File: src/rtl/dma_ready_pkg.sv
package dma_ready_pkg;
  // Strobes from the control decoder to the flag datapath
  typedef struct packed {
    logic modeIdle;
    logic txSet;
    logic txClr;
    logic rxSet;
    logic rxClr;
  } flagStrobes_t;
endpackage

File: src/rtl/dma_ready_ctrl.sv
module dma_ready_ctrl
  import dma_ready_pkg::*;
#(
  parameter int DEPTH = 64,
  parameter int CNT_W = $clog2(DEPTH + 1)
) (
  input  logic             fifoEnable,
  input  logic             dmaBlockMode,
  input  logic [CNT_W-1:0] txCount,
  input  logic [CNT_W-1:0] txTrig,
  input  logic [CNT_W-1:0] rxCount,
  input  logic [CNT_W-1:0] rxTrig,
  input  logic             rxTimeout,
  input  logic             rxFifoErr,
  output flagStrobes_t     strobes
);
  localparam logic [CNT_W-1:0] FullLevel = CNT_W'(DEPTH);

  logic [CNT_W-1:0] txFree;
  logic             txFull;
  logic             rxEmpty;
  logic             rxAtTrig;

  always_comb begin
    txFree   = FullLevel - txCount;
    txFull   = (txCount == FullLevel);
    rxEmpty  = (rxCount == '0);
    rxAtTrig = (rxCount >= rxTrig) && !rxEmpty;

    strobes.modeIdle = !(fifoEnable && dmaBlockMode);
    strobes.txSet    = (txFree >= txTrig);
    strobes.txClr    = txFull;
    strobes.rxSet    = rxAtTrig || rxTimeout;
    strobes.rxClr    = rxEmpty || rxFifoErr;
  end
endmodule

File: src/rtl/dma_ready_dp.sv
module dma_ready_dp
  import dma_ready_pkg::*;
(
  input  logic         clk,
  input  logic         rstN,
  input  flagStrobes_t strobes,
  output logic         txRdyN,
  output logic         rxRdyN
);
  logic txFlag;
  logic rxFlag;
  logic txNext;
  logic rxNext;

  // Set/reset latch per direction; clear dominates, mode idle dominates all
  always_comb begin
    txNext = txFlag;
    rxNext = rxFlag;
    if (strobes.txSet) txNext = 1'b1;
    if (strobes.txClr) txNext = 1'b0;
    if (strobes.rxSet) rxNext = 1'b1;
    if (strobes.rxClr) rxNext = 1'b0;
    if (strobes.modeIdle) begin
      txNext = 1'b0;
      rxNext = 1'b0;
    end
  end

  always_ff @(posedge clk or negedge rstN) begin
    if (!rstN) begin
      txFlag <= 1'b0;
      rxFlag <= 1'b0;
    end else begin
      txFlag <= txNext;
      rxFlag <= rxNext;
    end
  end

  assign txRdyN = ~txFlag;
  assign rxRdyN = ~rxFlag;
endmodule

File: src/rtl/dma_ready_gen.sv
module dma_ready_gen
  import dma_ready_pkg::*;
#(
  parameter int DEPTH = 64,
  parameter int CNT_W = $clog2(DEPTH + 1)
) (
  input  logic             clk,
  input  logic             rstN,
  input  logic             fifoEnable,
  input  logic             dmaBlockMode,
  input  logic [CNT_W-1:0] txCount,
  input  logic [CNT_W-1:0] txTrig,
  input  logic [CNT_W-1:0] rxCount,
  input  logic [CNT_W-1:0] rxTrig,
  input  logic             rxTimeout,
  input  logic             rxFifoErr,
  output logic             txRdyN,
  output logic             rxRdyN
);
  flagStrobes_t strobes;

  dma_ready_ctrl #(.DEPTH(DEPTH), .CNT_W(CNT_W)) u_ctrl (
    .fifoEnable  (fifoEnable),
    .dmaBlockMode(dmaBlockMode),
    .txCount     (txCount),
    .txTrig      (txTrig),
    .rxCount     (rxCount),
    .rxTrig      (rxTrig),
    .rxTimeout   (rxTimeout),
    .rxFifoErr   (rxFifoErr),
    .strobes     (strobes)
  );

  dma_ready_dp u_dp (
    .clk    (clk),
    .rstN   (rstN),
    .strobes(strobes),
    .txRdyN (txRdyN),
    .rxRdyN (rxRdyN)
  );
endmodule

File: config.mk
export PLATFORM = sky130hd
export DESIGN_NAME = dma_ready_gen
export DESIGN_NICKNAME = d
export VERILOG_FILES = /design/src/rtl/dma_ready_pkg.sv /design/src/rtl/dma_ready_ctrl.sv /design/src/rtl/dma_ready_dp.sv /design/src/rtl/dma_ready_gen.sv
export SDC_FILE = /design/constraint.sdc
export NUM_CORES = 1
export LEC_CHECK = 0
export CAP_MARGIN = 40
export CORE_MARGIN = 2
export CORE_UTILIZATION = 38
export DETAILED_ROUTE_END_ITERATION = 12
export GPL_TIMING_DRIVEN = 0
export HOLD_SLACK_MARGIN = 0.05
export PLACE_DENSITY = 0.83
export SYNTH_ARGS = -nofsm -noshare
export SYNTH_HDL_FRONTEND = slang
export SYNTH_SLANG_ARGS = --single-unit
File: constraint.sdc
create_clock -name clk -period 2.09 [get_ports clk]
set_input_delay 0.5225 -clock clk [delete_from_list [all_inputs] [get_ports clk]]
set_output_delay 0.5225 -clock clk [all_outputs]
set_load 0.03 [all_outputs]
==> results.md <==
* GP Congestion at 0.730
* Max Fclk at 0.503 GHz
* Area Overhead vs Synth at 84.2%
* Max Slew Vio Count at 0
* First-pass DRT Iterations at 4
* Worst skew pair latency at 0.22 ns
* Fraction of layout cells with a size suffix above 1 at 0.231
* Clock Skew at 0 ns
* First DRT Iteration DRCs at 3
* CP Data Arrival Time at 2.08 ns
* Flop pwr share at 0.139
* Final Total Pwr at 0.309 mW
* Top cell type's share of synthesized area at 0.334
* ANT cells at 0
* Yosys warns at 0
* WL/cell at 11.6 µm
* Period minus WS final at 1.99 ns
* RR Startpoint: u_dp.rxFlag$_DFFE_PN0P_
* Clock root buffer master: clkbuf_4
* Top layer in use: met4
* Max-cap viol count at 0
* Combinational share of power at 0.593
* Fin. Hold Viols at 0
* CTS tree: built
* Setup ws final at 0.102 ns
* Hold Path Class: in2async
* Die W at 42.5 µm
* Placed Area at 931 µm²
* Syn Std Cell Area at 562 µm²
* # H-tree levels at 1
* Largest net degree at the start of global routing at 5
* I/O pin cnt at 36
* Post-route cell area at 1030 µm²
* Antenna viol nets, final at 0
* Post-synth top area cell: ha_1
* Multi-input gate area at 488 µm²
* Mean Syn Cell Area at 7.91 µm²
* TNS Setup at 0 ns
* Switching share of power at 0.316
* Fin nets at 168
* CP Max Fanout at 3
* Fin cells at 132
* Port Buf Inserts at 35
* Dpl hpwl at 1150 µm
* Vias/cell at 5.05
* Status: finished clean
* Pre-CTS WS at -0.655 ns
* Total grt overflow at 0
* Unique cell type count in the Yosys netlist at 22
* Async set or reset register ratio after synthesis at 1.00
* Syn nets at 120
* TritonCTS Buffers at 3
* Critical Path Start: txCount[0]
* VDD IR max at 181 µV
* Clock buffer depth at 2
* Top-count cell post-synth: inv_1
* CP delay by family, top: adder cells
* Post-synth top cells: 17 x inv_1, 15 x ha_1, 5 x nor3_1
* Die Ht at 42.5 µm
* WS Path Type: in2reg
* Vias in the first global route at 636
* Switching pwr at 0.0977 mW
* Power per Cell Area at 298 nW/µm²
* EDFF count, synth at 0
* Mapped Cells at 71
* Synth Register Bits at 2
* DR vias at 667
* Initial core utilization at 0.421
* Flip-flop and latch area at 50.0 µm²
* Worst setup EP type: flop
* Max incr delay on CP at 0.27 ns
* Main area contributors after synthesis: ha_1 33%, inv_1 11%, dfrtp_1 8.9%
* Final Cycle Share at 0.951
* Global-route wire length before repair at 2440 µm
* Final Routed Wirelength at 1530 µm
* Site Rows at 13
* Post-synthesis sequential area ratio at 0.0891
* Core Area at 1330 µm²
* DRC Markers at 0
* Fill cells at 97
* CP bufs+invs at 3
* TritonCTS Sinks at 2
* Clock network power share at 0.269
* Internal power at 0.211 mW
* Register clock-pin slew on the reported worst setup and hold paths at 0.03 ns
* RSZ-0062 raised after global routing: yes
* Lkg Pwr at 0.512 nW
* DP Cell Count at 121
* Launching element type of the critical path: input pin
* CP Data Required Time at 2.18 ns
* Met2 wire len at 786 µm
* Initial antenna violation count at 0
* Worst-Margin Slew at 0.310 ns
* Slowest-stage cell, CP: ha_1
* Fin util at 0.776
* Worst hold margin at 0.465 ns
* Metal3 WL at 115 µm
* Synth Flop Type: dfrtp_1
* Die area at 1800 µm²
* Metal1 wirelength at 609 µm
* GRT Resource Usage Total at 0.172
* Final setup fails at 0
* Max_slew headroom at 0.793
* Critical path cell sequence: buf_2 > inv_2 > ha_4 > nand2_2 > nor3_4 > xor2_1 > ha_1 > buf_4 > and3_1 > a31oi_2 > a211oi_2
[cells by family (layout without fill, tap and decap cells)]
group | count (synthesis) | count (layout) | synth area share
simple gates | 21 | 21 | 0.223
buf+inv | 17 | 63 | 0.114
fa+ha+maj | 15 | 15 | 0.334
compound gates | 11 | 11 | 0.163
xor+xnor | 5 | 5 | 0.0780
flops | 2 | 2 | 0.0891
[layout make-up]
cell class,instances,share of cell area
multi-input combinational,52,0.472
timing repair buffer,43,0.378
inverter,17,0.0617
sequential,2,0.0484
clock buffer,3,0.0218
tap,15,0.0181
[layer usage]
layer  global-route usage  vias up
met5                    0        -
met4               0.0625        0
met3               0.0302        2
met2                0.335       30
met1                0.179      293
li1                     -      342
[state kept, by name, indices dropped and copies added, names as in the netlist]
name	count
u_dp.txFlag	1
u_dp.rxFlag	1
[power groups by stage]
| stage | Clock (mW) | Combinational [mW] | Sequential [mW] |
|---|---|---|---|
| final | 0.0829 | 0.183 | 0.0428 |
| after global routing | 0.0944 | 0.203 | 0.0430 |
| after CTS | 0.0863 | 0.173 | 0.0428 |
| after detailed placement | 0 | 0.166 | 0.0429 |
| after global placement | 0 | 0.161 | 0.0429 |
| after floorplan | 0 | 0.0761 | 0.0426 |
[path summary, 6_finish.rpt]
path | endpoint | slack [ns] | depth (start not counted)
setup / recovery | u_dp.txFlag$_DFFE_PN0P_ | 0.10 | 11
hold / removal | u_dp.txFlag$_DFFE_PN0P_ | 0.46 | 1
setup reg to reg | u_dp.rxFlag$_DFFE_PN0P_ | 1.02 | 3
hold reg to reg | u_dp.rxFlag$_DFFE_PN0P_ | 0.72 | 3
max in group asynchronous | u_dp.rxFlag$_DFFE_PN0P_ | 1.51 | 1
min in group clk | u_dp.rxFlag$_DFFE_PN0P_ | 0.72 | 3
[layout by cell type (no fill, tap or decap)]
master           instances
a2111oi_2                2
a211oi_1                 2
a211oi_2                 2
a21o_1                   2
a21oi_1                  1
a31oi_2                  1
and3_1                   1
buf_2                    2
buf_4                    8
clkbuf_2                 2
clkbuf_4                 3
clkdlybuf4s50_1         29
dfrtp_1                  2
dlygate4sd2_1            1
dlymetal6s2s_1           1
ha_1                    14
ha_4                     1
inv_1                   15
inv_2                    2
nand2_1                  3
nand2_2                  1
nand2b_1                 1
nand3_1                  3
nand4_1                  1
nor2_1                   1
nor2_2                   1
nor2b_1                  1
nor3_1                   5
nor3_4                   1
nor4_4                   1
o21ai_0                  1
or2_0                    1
xnor2_1                  2
xor2_1                   3
[worst register-to-register path, cell delays in order, from the launching register on]
cell and delay, ns:
dfrtp_1 0.37, a2111oi_2 0.34, a211oi_1 0.08, a21o_1 0.16
[repair_timing]
item,4_1_cts,5_1_grt
buffers inserted,6,2
resized for setup,20,6
pin swaps,9,8
hold buffers,0,0
setup endpoints to repair,1,2
(Power assumes the default switching activity.)
